File: src/rtl/eaddr_pkg.sv
package eaddr_pkg;
  localparam logic [3:0] M_IMPL  = 4'd0;
  localparam logic [3:0] M_IMM   = 4'd1;
  localparam logic [3:0] M_ZP    = 4'd2;
  localparam logic [3:0] M_ZPX   = 4'd3;
  localparam logic [3:0] M_ZPY   = 4'd4;
  localparam logic [3:0] M_ZIND  = 4'd5;
  localparam logic [3:0] M_ZINDX = 4'd6;
  localparam logic [3:0] M_ZINDY = 4'd7;
  localparam logic [3:0] M_AB    = 4'd8;
  localparam logic [3:0] M_ABX   = 4'd9;
  localparam logic [3:0] M_ABY   = 4'd10;
  localparam logic [3:0] M_AIND  = 4'd11;
  localparam logic [3:0] M_AINDX = 4'd12;
  localparam logic [3:0] M_AINDY = 4'd13;
  localparam logic [3:0] M_EREG  = 4'd14;

  typedef enum logic [1:0] {S_IDLE, S_OPND, S_PTR} eag_state_e;

  function automatic logic is_zp(logic [3:0] m);
    return (m >= M_ZP) && (m <= M_ZINDY);
  endfunction

  function automatic logic is_ab(logic [3:0] m);
    return (m >= M_AB) && (m <= M_AINDY);
  endfunction

  function automatic logic is_ind(logic [3:0] m);
    return m inside {M_ZIND, M_ZINDX, M_ZINDY, M_AIND, M_AINDX, M_AINDY};
  endfunction

  function automatic logic uses_x(logic [3:0] m);
    return m inside {M_ZPX, M_ABX, M_ZINDX, M_AINDX};
  endfunction

  function automatic logic uses_y(logic [3:0] m);
    return m inside {M_ZPY, M_ABY, M_ZINDY, M_AINDY};
  endfunction

  // index applied to the pointer rather than to the fetched address
  function automatic logic post_idx(logic [3:0] m);
    return m inside {M_ZINDY, M_AINDY};
  endfunction
endpackage

File: src/rtl/eaddr_size_dec.sv
module eaddr_size_dec
  import eaddr_pkg::*;
(
  input  logic [3:0] mode_i,
  input  logic [1:0] sel_i,
  output logic [7:0] code_o
);
  always_comb begin
    code_o = 8'hFF;
    if (is_zp(mode_i)) begin
      unique case (sel_i)
        2'd0: code_o = 8'd0;
        2'd1: code_o = 8'd1;
        2'd2: code_o = 8'd5;
        2'd3: code_o = 8'd3;
      endcase
    end else if (is_ab(mode_i)) begin
      unique case (sel_i)
        2'd0: code_o = 8'd0;
        2'd1: code_o = 8'd1;
        2'd2: code_o = 8'd6;
        2'd3: code_o = 8'd7;
      endcase
    end
  end
endmodule

File: src/rtl/eaddr_fetch.sv
module eaddr_fetch #(
  parameter int AW   = 64,
  parameter int MAXB = 8,
  localparam int CW  = $clog2(MAXB),
  localparam int VW  = MAXB * 8
) (
  input  logic          clk_i,
  input  logic          rst_ni,
  input  logic          go_i,
  input  logic [AW-1:0] base_i,
  input  logic [CW-1:0] last_i,
  output logic          req_o,
  output logic [AW-1:0] addr_o,
  input  logic [7:0]    rdata_i,
  output logic [VW-1:0] val_o,
  output logic          done_o
);
  logic          busy_q, rv_q, done_q;
  logic [CW:0]   iss_q;
  logic [CW-1:0] cap_q, last_q;
  logic [AW-1:0] base_q;
  logic [VW-1:0] val_q;

  assign req_o  = busy_q && (iss_q <= {1'b0, last_q});
  assign addr_o = base_q + AW'(iss_q);
  assign val_o  = val_q;
  assign done_o = done_q;

  always_ff @(posedge clk_i or negedge rst_ni) begin
    if (!rst_ni) begin
      busy_q <= 1'b0;
      rv_q   <= 1'b0;
      done_q <= 1'b0;
      iss_q  <= '0;
      cap_q  <= '0;
      last_q <= '0;
      base_q <= '0;
      val_q  <= '0;
    end else begin
      done_q <= 1'b0;
      rv_q   <= req_o;
      if (go_i) begin
        busy_q <= 1'b1;
        iss_q  <= '0;
        cap_q  <= '0;
        last_q <= last_i;
        base_q <= base_i;
        val_q  <= '0;
      end else begin
        if (req_o) iss_q <= iss_q + 1'b1;
        if (rv_q) begin
          val_q[{cap_q, 3'b000} +: 8] <= rdata_i;  // little-endian assembly
          cap_q <= cap_q + 1'b1;
          if (cap_q == last_q) begin
            busy_q <= 1'b0;
            done_q <= 1'b1;
          end
        end
      end
    end
  end

  AST_GO_WHEN_IDLE: assert property (@(posedge clk_i) disable iff (!rst_ni)
    go_i |-> !busy_q);
  AST_ADDR_ASCEND: assert property (@(posedge clk_i) disable iff (!rst_ni)
    (req_o && iss_q != '0) |-> addr_o == $past(addr_o) + 1'b1);
endmodule

File: src/rtl/eaddr_gen.sv
module eaddr_gen
  import eaddr_pkg::*;
#(
  parameter int AW        = 64,
  parameter int PTR_BYTES = 8,
  localparam int CW       = $clog2(PTR_BYTES),
  localparam int VW       = PTR_BYTES * 8
) (
  input  logic          clk_i,
  input  logic          rst_ni,
  input  logic          start_i,
  input  logic [3:0]    mode_i,
  input  logic [7:0]    prefix_i,
  input  logic [7:0]    ext_prefix_i,
  input  logic          imm_shift_i,
  input  logic [AW-1:0] x_i,
  input  logic [AW-1:0] y_i,
  input  logic [AW-1:0] e_i,
  input  logic [AW-1:0] pc_i,
  output logic          mem_req_o,
  output logic [AW-1:0] mem_addr_o,
  input  logic [7:0]    mem_rdata_i,
  output logic [AW-1:0] ea_o,
  output logic [AW-1:0] pc_o,
  output logic [7:0]    asz_o,
  output logic          done_o
);
  eag_state_e    state_q;
  logic [3:0]    mode_q;
  logic [AW-1:0] x_q, y_q, pcn_q, ea_q, pc_out_q;
  logic [7:0]    asz_c, asz_q, asz_out_q;
  logic          done_q;

  logic          f_go, f_done;
  logic [AW-1:0] f_base;
  logic [CW-1:0] f_last;
  logic [VW-1:0] f_val;
  logic [AW-1:0] idx_q, addr_idx, ptr_idx, imm_len;
  logic          alt_tbl;

  eaddr_size_dec u_size (
    .mode_i (mode_i),
    .sel_i  (prefix_i[3:2]),
    .code_o (asz_c)
  );

  eaddr_fetch #(.AW(AW), .MAXB(PTR_BYTES)) u_fetch (
    .clk_i   (clk_i),
    .rst_ni  (rst_ni),
    .go_i    (f_go),
    .base_i  (f_base),
    .last_i  (f_last),
    .req_o   (mem_req_o),
    .addr_o  (mem_addr_o),
    .rdata_i (mem_rdata_i),
    .val_o   (f_val),
    .done_o  (f_done)
  );

  assign alt_tbl  = ((ext_prefix_i[3:0] & 4'hD) == 4'hD) && (ext_prefix_i[7:4] == 4'h0);
  assign imm_len  = (imm_shift_i && !alt_tbl) ? AW'(1) : (AW'(1) << prefix_i[5:4]);
  assign idx_q    = uses_x(mode_q) ? x_q : y_q;
  assign addr_idx = AW'(f_val) + (((uses_x(mode_q) || uses_y(mode_q)) && !post_idx(mode_q)) ? idx_q : '0);
  assign ptr_idx  = AW'(f_val) + (post_idx(mode_q) ? y_q : '0);

  always_comb begin
    f_go   = 1'b0;
    f_base = pc_i;
    f_last = asz_c[CW-1:0];
    if (state_q == S_IDLE && start_i && (is_zp(mode_i) || is_ab(mode_i))) begin
      f_go = 1'b1;
    end else if (state_q == S_OPND && f_done && is_ind(mode_q)) begin
      f_go   = 1'b1;
      f_base = addr_idx;
      f_last = CW'(PTR_BYTES - 1);
    end
  end

  always_ff @(posedge clk_i or negedge rst_ni) begin
    if (!rst_ni) begin
      state_q   <= S_IDLE;
      mode_q    <= '0;
      x_q       <= '0;
      y_q       <= '0;
      pcn_q     <= '0;
      asz_q     <= '0;
      ea_q      <= '0;
      pc_out_q  <= '0;
      asz_out_q <= '0;
      done_q    <= 1'b0;
    end else begin
      done_q <= 1'b0;
      unique case (state_q)
        S_IDLE: if (start_i) begin
          mode_q <= mode_i;
          x_q    <= x_i;
          y_q    <= y_i;
          asz_q  <= asz_c;
          pcn_q  <= pc_i + AW'(asz_c[CW-1:0]) + AW'(1);
          if (is_zp(mode_i) || is_ab(mode_i)) begin
            state_q <= S_OPND;
          end else begin
            done_q    <= 1'b1;
            asz_out_q <= asz_c;
            case (mode_i)
              M_IMM:   begin ea_q <= pc_i; pc_out_q <= pc_i + imm_len; end
              M_EREG:  begin ea_q <= e_i;  pc_out_q <= pc_i; end
              default: begin ea_q <= '0;   pc_out_q <= pc_i; end
            endcase
          end
        end
        S_OPND: if (f_done) begin
          if (is_ind(mode_q)) begin
            state_q <= S_PTR;
          end else begin
            state_q   <= S_IDLE;
            ea_q      <= addr_idx;
            pc_out_q  <= pcn_q;
            asz_out_q <= asz_q;
            done_q    <= 1'b1;
          end
        end
        S_PTR: if (f_done) begin
          state_q   <= S_IDLE;
          ea_q      <= ptr_idx;
          pc_out_q  <= pcn_q;
          asz_out_q <= asz_q;
          done_q    <= 1'b1;
        end
        default: state_q <= S_IDLE;
      endcase
    end
  end

  assign ea_o   = ea_q;
  assign pc_o   = pc_out_q;
  assign asz_o  = asz_out_q;
  assign done_o = done_q;

  AST_DONE_SINGLE: assert property (@(posedge clk_i) disable iff (!rst_ni)
    done_o |=> !done_o);
  AST_PC_ONLY_AT_DONE: assert property (@(posedge clk_i) disable iff (!rst_ni)
    !$stable(pc_o) |-> done_o);
  AST_EREG_DIRECT: assert property (@(posedge clk_i) disable iff (!rst_ni)
    (state_q == S_IDLE && start_i && mode_i == M_EREG) |=> (done_o && ea_o == $past(e_i)));
  AST_IDLE_NO_REQ: assert property (@(posedge clk_i) disable iff (!rst_ni)
    (state_q == S_IDLE) |-> !mem_req_o);
endmodule

File: config.mk
export PLATFORM = sky130hd
export DESIGN_NAME = eaddr_gen
export DESIGN_NICKNAME = d
export VERILOG_FILES = /design/src/rtl/eaddr_pkg.sv /design/src/rtl/eaddr_size_dec.sv /design/src/rtl/eaddr_fetch.sv /design/src/rtl/eaddr_gen.sv
export SDC_FILE = /design/constraint.sdc
export NUM_CORES = 2
export LEC_CHECK = 0
export ABC_AREA = 0
export CORE_UTILIZATION = 57
export CTS_BUF_LIST = sky130_fd_sc_hd__clkbuf_8
export DETAILED_ROUTE_END_ITERATION = 12
export PLACE_DENSITY = 0.8
export SKIP_LAST_GASP = 1
export SLEW_MARGIN = 10
export SYNTH_ARGS = -nofsm -noshare
export SYNTH_HDL_FRONTEND = slang
export SYNTH_SLANG_ARGS = --single-unit
File: constraint.sdc
create_clock -name clk_i -period 4.8 [get_ports clk_i]
set_input_delay 0.96 -clock clk_i [delete_from_list [all_inputs] [get_ports clk_i]]
set_output_delay 0.96 -clock clk_i [all_outputs]
set_load 0.02 [all_outputs]
==> PnR_summary.wiki <==
{| class="wikitable"
! Metric !! Value
|-
| Status || finished, final reports clean
|-
| Total CTS buffers || 83
|-
| Total die area || 59900 µm²
|-
| Fin cells || 5783
|-
| DRC violations left || 0
|-
| Tcrit/Tclk final || 97.9%
|-
| Leading cell types in the layout, fill and taps excluded || 1037 x nand2_1, 474 x dfrtp_1, 447 x clkdlybuf4s50_1
|-
| Reg-to-reg setup timing slack || approximately 0.11 ns
|-
| Number of max-capacitance violations reported || 0
|-
| DR vias || between 30k and 40k
|-
| Clock skew || between 0.02 and 0.03 ns
|-
| Maximum level of the CTS H-tree || 3
|-
| Worst R2R Path Depth || 21
|-
| Clock Path Buffers || 3
|-
| Crit path DAT || approximately 3.7 ns
|-
| Syn-to-layout area delta || 28.4%
|-
| Maximum fanout count along the critical path || 6
|-
| Global Route Usage Sum || 42.4%
|-
| GPL Wtd Cong || 0.996
|-
| Count of nets left with antenna violations after detail routing || 0
|-
| Number of I/O pins || 490
|-
| Clock-pin slew reported for the worst setup and hold paths after clock tree synthesis || 0.06 ns
|-
| Category of the worst setup path capture point || primary output
|-
| Leakage Power || 20.2 nW
|-
| Clock tree from TritonCTS || done
|-
| Post-detailed-route wirelength per cell || between 20 and 25 µm
|-
| Nets || 5391
|-
| Initial DRC Count || 4074
|-
| Drt via density || about 6
|-
| Final global-route overflow total || 0
|-
| Sort of element at the start of the critical path || register
|-
| Antenna violations before repair || 7
|-
| Worst-skew pair later-pin latency || 0.71 ns
|-
| Synth Area per Inst || about 7.7 µm²
|-
| Most common cell after layout, fill and taps aside || nand2_1
|-
| Horiz. Die Dim || ~240 µm
|-
| Total negative slack for setup checks || 0 ns
|-
| Core box area || 57900 µm²
|-
| Detailed placement HPWL || 100 mm
|-
| Filler cell count || 4633
|-
| Endpoints failing setup || 0
|-
| Hold/Removal Path Class || in2async
|-
| Hold buffer count at CTS || 0
|-
| Number of cells produced by synthesis || ~4.3k
|-
| Power per cell area || 662 nW/µm²
|-
| Number of flip-flops and latches in the synthesized netlist || 476
|-
| Data required time at the worst endpoint || 3.84 ns
|-
| Max VDD drop || 0.000583 V
|-
| PnR worst setup slack || 0.101 ns
|-
| Height of the die || 245 µm
|-
| First-pass GRT wire length || ~190 mm
|-
| EDFF count, synth || 0
|-
| Starting density of the core || 58.0%
|-
| Total standard cell area after synthesis || 33600 µm²
|-
| Max Clk Rate || 0.213 GHz
|-
| Post-synthesis cell type count || 80
|-
| Crit path time final || ~4.7 ns
|-
| Post-Route Utilization || 74.4%
|-
| Final wirelength || 129 mm
|-
| Share of flip-flops with an asynchronous set or reset after synthesis || between 90% and 100%
|-
| Number of clock sinks seen by CTS || 476
|-
| Slew of the pin with the lowest slew margin || around 1 ns
|-
| Via count of the first global-routing pass || around 33k
|-
| Fraction of final layout cells sized beyond drive strength 1 || 11.6%
|-
| Total count of hold-check failures in the final report || 0
|-
| Unrepaired setup endpoints after global routing || yes
|-
| Dpl ws || -0.0487 ns
|-
| Number of placed instances with taps included || about 5.6k
|-
| Total number of placement rows || 88
|-
| Critical setup path kind || reg2out
|-
| Hold slack || about 0.3 ns
|-
| End of the worst register-to-register path || ea_o[60]
|-
| Fraction of the yosys area taken by sequential cells || 35.5%
|-
| Pins Over Slew Limit || 0
|-
| Length of the first detailed-routing pass in iterations || 6
|-
| Count of synthesis-stage warnings from yosys || 0
|-
| Library cell used as clock root buffer || clkbuf_8
|-
| Most used flip-flop cell after synthesis || dfrtp_1
|-
| Largest net degree at the start of global routing || 200
|-
| IO Port Bufs || 484
|-
| Post-synthesis net count || 4778
|-
| Max-slew headroom || between 30% and 40%
|-
| Origin of the critical flop-to-flop path || mode_q[3]
|}
[repair_timing]
action	in CTS	in global routing
gates cloned	0	1
gates resized for setup	55	70
hold endpoints to repair	0	0
pin swaps	1	17
buffers inserted	1	9
endpoints found under the setup margin	37	63
[metal layers]
layer / track usage [%] / vias to the layer above / routed length [µm]
li1: - / 16300 / -
met1: 60.5 / 16500 / 53800
met2: 62.4 / 2048 / 55100
met3: 7.86 / 352 / 14000
met4: 19.4 / 6 / 6570
met5: 0 / - / 50
[synthesized netlist by cell type, drive strengths merged, types with 20 or more instances]
master,count,share of area [%]
ha,149,5.6
nor2b,21,0.39
xnor2,182,4.7
o31ai,35,0.78
nand4,72,1.3
nor3,42,0.67
and3,52,0.97
and2,86,1.6
a21oi,334,5.0
a31oi,61,1.1
clkbuf,259,2.9
or3,20,0.37
a21o,91,2.0
a221oi,112,2.9
nor2,395,4.4
buf,55,0.75
dfrtp,476,35
mux2i,69,2.1
xor2,121,3.2
o21bai,20,0.45
o21ai,246,3.7
o21a,23,0.51
inv,67,0.75
a211oi,44,1.0
nand2,1043,12
nand3,95,1.4
[state kept, by name, indices dropped and copies added, names as in the netlist, 64 cells and up]
signal / count
u_fetch.base_q: 64
ea_o: 64
x_q: 64
y_q: 64
pcn_q: 64
u_fetch.val_o: 64
pc_o: 64
[report_power, final]
group	internal [W]	leakage (nW)	switching (W)
combinational	0.00684	13.3	0.0104
sequential	0.00589	5.90	0.00155
clock	0.00205	0.985	0.00182
[critical path, stage by stage (launching register included)]
cell and delay [ns]:
dfrtp_1 0.45, ha_1 0.30, a21o_1 0.11, a21oi_1 0.09, nor2b_1 0.18, o211a_1 0.24, inv_1 0.08, or2_2 0.41
or3_4 0.39, nor2_4 0.14, nand4_1 0.14, xnor2_1 0.21, clkdlybuf4s15_2 0.30
[logic make-up (layout without fill, tap and decap cells)]
logic type,count (synthesis),count (layout),share of synthesized area (%)
simple gates,1898,1898,24.4
compound gates,1051,1051,19.9
flops,476,476,35.5
buf+inv,383,1061,4.43
xor+xnor,303,303,7.90
fa+ha+maj,154,154,5.85
mux,71,71,2.12
other cells,0,4,0
[through the flow]
stage / cell area (µm²) / total power (W)
floorplan: 33600 / 0.0165
global placement: 41100 / 0.0235
detailed placement: 41100 / 0.0239
CTS: 42800 / 0.0278
global route: 43100 / 0.0301
finish: 43100 / 0.0286
[final cells by class]
cell class	count	area [µm²]	share of cell area (%)
Timing Repair Buffer	842	7760	18.0
Clock inverter	51	324	0.752
Clock buffer	99	1360	3.16
Sequential cell	476	11900	27.6
Tap cell	765	957	2.22
Multi-Input combinational cell	3477	20500	47.6
Antenna cell	4	10.0	0.0232
Inverter	69	259	0.601
[how the worst max path moves through the flow]
stage                                start             end  slack, ns  depth (start not counted)
after CTS                 u_fetch.iss_q[0]  mem_addr_o[62]      -0.20                         13
after global placement           mode_q[1]        ea_o[60]      0.007                         22
final                     u_fetch.iss_q[1]  mem_addr_o[63]       0.10                         12
after floorplan                  mode_q[1]        ea_o[60]       0.55                         20
after global routing             mode_q[3]        ea_o[29]      -0.09                         20
after detailed placement         mode_q[1]        ea_o[60]      -0.05                         21
No activity file was read; power rests on OpenSTA's default activity.
